## config.mk

```make
export PLATFORM = sky130hd
export DESIGN_NAME = t1_rx_strobe_gen
export DESIGN_NICKNAME = d
export VERILOG_FILES = /design/src/rtl/t1s_pkg.sv /design/src/rtl/t1s_bit_fsm.sv /design/src/rtl/t1s_frame_ctr.sv /design/src/rtl/t1s_link_cap.sv /design/src/rtl/t1_rx_strobe_gen.sv
export SDC_FILE = /design/constraint.sdc
export NUM_CORES = 1
export LEC_CHECK = 0
export BUFFER_PORTS_ARGS = -buffer_cell sky130_fd_sc_hd__buf_2
export CORE_UTILIZATION = 57
export DETAILED_ROUTE_END_ITERATION = 8
export GPL_ROUTABILITY_DRIVEN = 1
export PLACE_DENSITY = 0.9
export SLEW_MARGIN = 20
export SYNTH_ARGS = -nofsm -noshare
export SYNTH_HDL_FRONTEND = slang
export SYNTH_HIERARCHICAL = 1
export SYNTH_SLANG_ARGS = --single-unit
```

## constraint.sdc

```tcl
create_clock -name clk -period 4.24 [get_ports clk]
set_clock_uncertainty 0.05 [all_clocks]
set_input_delay 0.636 -clock clk [delete_from_list [all_inputs] [get_ports clk]]
set_output_delay 0.636 -clock clk [all_outputs]
set_load 0.01 [all_outputs]
```

## src/rtl/t1s_pkg.sv

```systemverilog
package t1s_pkg;

    typedef enum logic [1:0] {
        FMT_D4  = 2'd0,
        FMT_ESF = 2'd1,
        FMT_ZBT = 2'd2,
        FMT_ALT = 2'd3
    } fmt_t;

    typedef enum logic [1:0] {
        ST_HUNT = 2'd0,
        ST_FBIT = 2'd1,
        ST_PAY  = 2'd2,
        ST_LAST = 2'd3
    } pos_state_t;

    function automatic logic [5:0] mf_length(input fmt_t f, input int d4_len, input int esf_len);
        mf_length = (f == FMT_D4) ? 6'(d4_len) : 6'(esf_len);
    endfunction

    function automatic logic carries_link(input fmt_t f, input logic [5:0] frm);
        unique case (f)
            FMT_D4:  carries_link = (frm[0] == 1'b0);
            FMT_ZBT: carries_link = (frm[1:0] == 2'b01);
            default: carries_link = (frm[0] == 1'b1);
        endcase
    endfunction

endpackage

```

## src/rtl/t1s_bit_fsm.sv

```systemverilog
module t1s_bit_fsm
    import t1s_pkg::*;
#(
    parameter int CHANNELS = 24,
    parameter int CH_BITS  = 8,
    localparam int FRAME_BITS = CHANNELS * CH_BITS + 1,
    localparam int POS_W = $clog2(FRAME_BITS),
    localparam int CH_W  = $clog2(CHANNELS),
    localparam int BIC_W = $clog2(CH_BITS)
) (
    input  logic             clk,
    input  logic             rst_n,
    input  logic             align_in,
    output pos_state_t       st,
    output logic [POS_W-1:0] pos,
    output logic [CH_W-1:0]  chn,
    output logic             ch_lsb,
    output logic             in_pay,
    output logic             is_fbit,
    output logic             frame_end
);

    pos_state_t       st_q, st_d;
    logic [POS_W-1:0] pos_q, pos_d;
    logic [CH_W-1:0]  chn_q, chn_d;
    logic [BIC_W-1:0] bic_q, bic_d;

    always_ff @(posedge clk or negedge rst_n) begin
        if (!rst_n) begin
            st_q  <= ST_HUNT;
            pos_q <= '0;
            chn_q <= '0;
            bic_q <= '0;
        end else begin
            st_q  <= st_d;
            pos_q <= pos_d;
            chn_q <= chn_d;
            bic_q <= bic_d;
        end
    end

    always_comb begin
        st_d  = st_q;
        pos_d = pos_q;
        chn_d = chn_q;
        bic_d = bic_q;
        unique case (st_q)
            ST_HUNT: begin
                st_d = ST_HUNT;
            end
            ST_FBIT: begin
                st_d  = ST_PAY;
                pos_d = POS_W'(1);
                chn_d = '0;
                bic_d = '0;
            end
            ST_PAY: begin
                pos_d = pos_q + POS_W'(1);
                if (bic_q == BIC_W'(CH_BITS - 1)) begin
                    bic_d = '0;
                    chn_d = chn_q + CH_W'(1);
                end else begin
                    bic_d = bic_q + BIC_W'(1);
                end
                if (pos_q == POS_W'(FRAME_BITS - 2))
                    st_d = ST_LAST;
            end
            ST_LAST: begin
                st_d  = ST_FBIT;
                pos_d = '0;
                chn_d = '0;
                bic_d = '0;
            end
            default: st_d = ST_HUNT;
        endcase
        if (align_in) begin
            st_d  = ST_FBIT;
            pos_d = '0;
            chn_d = '0;
            bic_d = '0;
        end
    end

    always_comb begin
        st        = st_q;
        pos       = pos_q;
        chn       = chn_q;
        in_pay    = (st_q == ST_PAY) || (st_q == ST_LAST);
        is_fbit   = (st_q == ST_FBIT);
        frame_end = (st_q == ST_LAST);
        ch_lsb    = in_pay && (bic_q == BIC_W'(CH_BITS - 1));
    end

    // resync lands on the framing bit
    p_align_loads_r10: assert property (@(posedge clk) disable iff (!rst_n)
        align_in |=> (st_q == ST_FBIT) && (pos_q == '0));
    // the last bit is always followed by a framing bit
    p_last_to_fbit_r2: assert property (@(posedge clk) disable iff (!rst_n)
        (st_q == ST_LAST) |=> (st_q == ST_FBIT));
    // without an alignment pulse the hunt state persists
    p_hunt_holds_r1: assert property (@(posedge clk) disable iff (!rst_n)
        (st_q == ST_HUNT && !align_in) |=> (st_q == ST_HUNT));
    // channel LSB agrees with the frame position
    p_lsb_pos_r3: assert property (@(posedge clk) disable iff (!rst_n)
        ch_lsb |-> ((32'(pos_q) % CH_BITS) == 0) && (pos_q != '0));

endmodule

```

## src/rtl/t1s_frame_ctr.sv

```systemverilog
module t1s_frame_ctr
    import t1s_pkg::*;
#(
    parameter int D4_FRAMES  = 12,
    parameter int ESF_FRAMES = 24,
    parameter int SIG_EVERY  = 6
) (
    input  logic       clk,
    input  logic       rst_n,
    input  logic       load,
    input  logic       adv,
    input  fmt_t       fmt,
    output logic [5:0] frm,
    output logic       sig_frame,
    output logic       link_frame,
    output logic       first
);

    logic [5:0] frm_q;
    logic [5:0] mflen;

    always_comb mflen = mf_length(fmt, D4_FRAMES, ESF_FRAMES);

    always_ff @(posedge clk or negedge rst_n) begin
        if (!rst_n)
            frm_q <= 6'd1;
        else if (load)
            frm_q <= 6'd1;
        else if (adv)
            frm_q <= (frm_q >= mflen) ? 6'd1 : frm_q + 6'd1;
    end

    always_comb begin
        frm        = frm_q;
        sig_frame  = ((32'(frm_q) % SIG_EVERY) == 0);
        link_frame = carries_link(fmt, frm_q);
        first      = (frm_q == 6'd1);
    end

    // a D4 multiframe wraps after frame 12
    p_d4_wrap_r6: assert property (@(posedge clk) disable iff (!rst_n)
        (adv && !load && fmt == FMT_D4 && frm_q == 6'(D4_FRAMES)) |=> (frm_q == 6'd1));
    // a resync restarts at frame 1
    p_load_first_r10: assert property (@(posedge clk) disable iff (!rst_n)
        load |=> (frm_q == 6'd1));

endmodule

```

## src/rtl/t1s_link_cap.sv

```systemverilog
module t1s_link_cap (
    input  logic clk,
    input  logic rst_n,
    input  logic cap_en,
    input  logic rx_data,
    output logic ldat
);

    logic ldat_q;

    always_ff @(posedge clk or negedge rst_n) begin
        if (!rst_n)
            ldat_q <= 1'b0;
        else if (cap_en)
            ldat_q <= rx_data;
    end

    assign ldat = ldat_q;

    // link data follows the captured bit
    p_capture_r9: assert property (@(posedge clk) disable iff (!rst_n)
        cap_en |=> (ldat_q == $past(rx_data)));

endmodule

```

## src/rtl/t1_rx_strobe_gen.sv

```systemverilog
module t1_rx_strobe_gen
    import t1s_pkg::*;
#(
    parameter int CHANNELS   = 24,
    parameter int CH_BITS    = 8,
    parameter int D4_FRAMES  = 12,
    parameter int ESF_FRAMES = 24,
    parameter int SIG_EVERY  = 6,
    localparam int FRAME_BITS = CHANNELS * CH_BITS + 1,
    localparam int POS_W = $clog2(FRAME_BITS),
    localparam int CH_W  = $clog2(CHANNELS)
) (
    input  logic                clk,
    input  logic                rst_n,
    input  logic                align_in,
    input  logic                rx_data,
    input  logic [1:0]          fmt_sel,
    input  logic                sig_dw_en,
    input  logic                link_sel,
    input  logic [CHANNELS-1:0] ch_mask,
    output logic                chclk_lclk,
    output logic                chblk_ldat,
    output logic                frm_sync,
    output logic                mf_sync
);

    pos_state_t       st;
    logic [POS_W-1:0] pos;
    logic [CH_W-1:0]  chn;
    logic             ch_lsb, in_pay, is_fbit, frame_end;
    logic [5:0]       frm;
    logic             sig_frame, link_frame, first;
    logic             ldat;
    fmt_t             fmt;

    assign fmt = fmt_t'(fmt_sel);

    t1s_bit_fsm #(.CHANNELS(CHANNELS), .CH_BITS(CH_BITS)) u_bits (
        .clk(clk), .rst_n(rst_n), .align_in(align_in),
        .st(st), .pos(pos), .chn(chn), .ch_lsb(ch_lsb),
        .in_pay(in_pay), .is_fbit(is_fbit), .frame_end(frame_end)
    );

    t1s_frame_ctr #(.D4_FRAMES(D4_FRAMES), .ESF_FRAMES(ESF_FRAMES), .SIG_EVERY(SIG_EVERY)) u_frames (
        .clk(clk), .rst_n(rst_n), .load(align_in), .adv(frame_end), .fmt(fmt),
        .frm(frm), .sig_frame(sig_frame), .link_frame(link_frame), .first(first)
    );

    t1s_link_cap u_link (
        .clk(clk), .rst_n(rst_n), .cap_en(is_fbit && link_frame),
        .rx_data(rx_data), .ldat(ldat)
    );

    logic chclk, chblk, lclk;

    always_comb begin
        chclk = ch_lsb;
        chblk = in_pay && ch_mask[chn];
        lclk  = frame_end && link_frame;
        frm_sync = is_fbit ||
                   (sig_dw_en && sig_frame && st == ST_PAY && pos == POS_W'(1));
        mf_sync  = is_fbit && first;
        chclk_lclk = link_sel ? lclk : chclk;
        chblk_ldat = link_sel ? ldat : chblk;
    end

    // nothing toggles before alignment
    p_quiet_hunt_r1: assert property (@(posedge clk) disable iff (!rst_n)
        (st == ST_HUNT) |-> !frm_sync && !mf_sync && !chclk_lclk && !chblk_ldat);
    // a frame sync outside the framing bit only in the double-wide case
    p_dw_only_r5: assert property (@(posedge clk) disable iff (!rst_n)
        (frm_sync && !is_fbit) |-> (sig_dw_en && sig_frame && pos == POS_W'(1)));
    // multiframe sync coincides with frame sync
    p_mf_in_f_r6: assert property (@(posedge clk) disable iff (!rst_n)
        mf_sync |-> frm_sync);
    // the link clock sits in the last bit of a frame
    p_lclk_slot_r8: assert property (@(posedge clk) disable iff (!rst_n)
        (link_sel && chclk_lclk) |-> frame_end);

endmodule

```

==> summary.txt <==
Setup path
  – CP arrival: 3370 ps
  – Cell mode on critical path: ha_1
  – Largest stage delay, worst path: 490 ps
  – Worst reg2reg path depth: 6
  – CP Capture Type: output port
  – WS Path Type: register to output port
  – Crit path max-delay cell type: dfrtp_2
  – Maximum fanout along the worst path: 10
  – Critical Path RT: 3550 ps
  – CP Cell Sequence: ha_1 > nand4b_1 > o21ai_2 > a21oi_2 > nor3b_1 > a21o_1 > ha_1 > nor4_2 > and2_1 > a32oi_1 > o22ai_1 > nand2_1 > nor3_1 > a31o_2 > buf_2
  – Worst Setup Start Kind: register

Floorplan
  – Boundary Pins: 36
  – Initial core utilization: 61.1%
  – Num rows: 21
  – Area of the core: 3440 um2
  – Die Y: 62.7 um
  – Die ar.: 3930 um2
  – Die W: 62.7 um

Timing
  – Slew Limit Fails: 0
  – Tcrit/Tclk final: 95.6%
  – Endpoints failing hold: 0
  – Achievable Freq: 0.247 GHz
  – Setup WS post-layout: 184 ps
  – Finish-stage setup viols: 0
  – Slew margin rel.: 45.7%
  – Slew at the pin closest to its max-slew limit: 814 ps
  – Fin crit period: 4060 ps

Run status
  – Status: finished clean

Final layout
  – Antenna cells: 0
  – Most frequent cells in the layout: buf_2, dfrtp_1, nor2_1
  – Final Instance Count excl. Fillers: 308
  – Final core utilization: 67.8%
  – Layout cells sized above 1: 24.0%
  – Final Cell Area: 2330 um2
  – Syn-to-layout area delta: 11.0%
  – Area of the multi-input gates: 1360 um2
  – Commonest non-fill, non-tap cell in the layout: buf_2
  – Filler cells: 269
  – Nets: 309
  – Reg area: 629 um2

Clock tree
  – Clock Sinks: 25
  – Num CTS Buffers: 3
  – Htree depth: 1
  – CTS tree: yes
  – Clock-pin slew on the worst setup and hold paths: 90 ps
  – Post-CTS Hold Buffers: 0
  – CTS root buf: clkbuf_8
  – Clock Tree Buf Depth: 2
  – Skew-Pair Late Insertion Delay: 280 ps

Yosys
  – Top FF cell, synth: dfrtp_1
  – Syn nets: 280
  – Part of the Yosys area used for sequential elements: 29.8%
  – Synth Register Bits: 25
  – Syn Std Cell Area: 2100 um2
  – Asr flop ratio synth: 100%
  – Synthesized instance count: 234
  – Mean Syn Cell Area: 8.98 um2
  – Post-synth EDFFs: 0
  – Warnings from Yosys: 6
  – Post-synth cell types: 61

Place
  – DP HPWL: 3460 um
  – Placed cells: 302
  – IO Port Bufs: 35
  – Worst slack, placed: 316 ps
  – GP Congestion: 0.822
  – Placed cell areas: 2260 um2

Power and ir drop
  – P_int: 0.000523 W
  – Combinational power share: 47.1%
  – Net Sw Power: 0.000401 W
  – Sequential share of power: 36.6%
  – Sw frac: 43.3%
  – Peak supply drop: 240 uV
  – Clock share of power: 16.2%
  – Pleak: 1.02 nW
  – PwrDens: 396 nW/um2

Global route
  – Largest net degree at the start of global routing: 26
  – First-pass GRT wire length: 8260 um
  – Initial antenna violation count: 0
  – Total track usage: 26.2%
  – Gr ovfl total: 0
  – Via count of the first global-routing pass: 1915

Detailed routing
  – Vias post-DR: 1976
  – Drt pass-1 iters: 4
  – Antenna violation net count after detailed routing: 0
  – WL final: 4970 um
  – Vias per Instance: 6.42
  – Routed len/inst: 16.1 um
  – DRT iter0 DRCs: 122
  – Residual DRC: 0

Min path
  – Hold Crit Class: primary input to asynchronous set/reset pin

Run
  – Max-Cap Viols: 0
## routing by layer
| metal | share of wire [%] | track usage, % | vias up |
|---|---|---|---|
| met1 | 44 | 33.2 | 929 |
| met4 | 2.6 | 14.0 | 0 |
| met3 | 8.2 | 4.74 | 12 |
| met5 | 0 | 0 | - |
| met2 | 45 | 42.4 | 102 |
| li1 | - | - | 933 |
## worst max-delay path, delay by kind of cell (launching register included)
kind            cells  cell delay, ps
flops               1             490
simple gates        6            1030
compound gates      6             800
buf+inv             1             120
fa+ha+maj           2             630
## synth_stat cells, types with 3 or more instances
cell | number | area [um2]
o31ai_1 | 3 | 22.5
a31oi_1 | 4 | 25.0
nand3_1 | 12 | 60.1
nor2_1 | 15 | 56.3
and3b_1 | 3 | 26.3
buf_6 | 3 | 33.8
nor4_1 | 4 | 25.0
and2_1 | 5 | 31.3
ha_1 | 14 | 175
a21o_1 | 3 | 22.5
or4_1 | 5 | 37.5
a21oi_1 | 12 | 60.1
nand4_1 | 4 | 25.0
clkbuf_1 | 3 | 11.3
o21ai_0 | 6 | 30.0
dfrtp_1 | 24 | 601
mux2_2 | 3 | 33.8
buf_2 | 6 | 30.0
inv_1 | 9 | 33.8
a22oi_1 | 3 | 22.5
o22ai_1 | 3 | 18.8
nor3_1 | 5 | 25.0
mux2i_1 | 14 | 140
nor2b_1 | 5 | 31.3
mux4_2 | 3 | 67.6
nand2_1 | 14 | 52.6
nand2b_1 | 7 | 43.8
## final timing paths
path                                   end  slack, ps             from
max in group asynchronous  u_frames/frm[4]       3440            rst_n
max reg2reg                  u_bits/pos[3]       1710     u_bits/st[0]
min in group clk               u_link/ldat        480      u_link/ldat
max                               frm_sync        180  u_frames/frm[4]
min reg2reg                    u_link/ldat        480      u_link/ldat
min                        u_bits/bic_q[2]        290            rst_n
## power by group through the flow
stage          clock (W)  sequential, W  combinational (W)
3_5_place_dp           0       0.000342           0.000414
5_1_grt         0.000162       0.000347           0.000473
4_1_cts         0.000150       0.000337           0.000418
6_report        0.000150       0.000339           0.000435
2_1_floorplan          0       0.000308           0.000335
3_3_place_gp           0       0.000341           0.000399
## cells by family (layout without fill, tap and decap cells)
group / Yosys count / after routing / synth area share [%]
fa+ha+maj: 14 / 14 / 8.33
simple gates: 94 / 94 / 25.5
mux: 21 / 21 / 12.2
buf+inv: 25 / 53 / 6.07
xor+xnor: 1 / 1 / 0.417
compound gates: 54 / 54 / 17.6
flops: 25 / 25 / 29.8
## sequential cells by signal (all words and copies together) (netlist names)
signal	count
u_link/ldat	1
u_bits/chn	5
u_bits/pos	8
u_frames/frm	6
u_bits/st	2
u_bits/bic_q	3
## cell type report
class                           count  area share [%]
Inverter                           11            1.77
Clock inverter                      1           0.214
Multi-Input combinational cell    184            58.3
Clock buffer                        3            1.77
Sequential cell                    25            27.0
Tap cell                           46            2.47
Timing Repair Buffer               38            8.47
## what timing repair did
item / 4_1_cts / 5_1_grt
endpoints found under the setup margin: 1 / 1
pin swaps: 0 / 1
gates resized for setup: 1 / 4
buffers inserted: 0 / 2
## per-stage QoR
stage          power [W]  hold slack [ps]  setup TNS, ps
2_1_floorplan   0.000643              290              0
3_3_place_gp    0.000740              461              0
3_5_place_dp    0.000755              457              0
4_1_cts         0.000904              307              0
5_1_grt         0.000982              318          -9.27
6_report        0.000924              291              0
No activity file was read; power rests on OpenSTA's default activity.
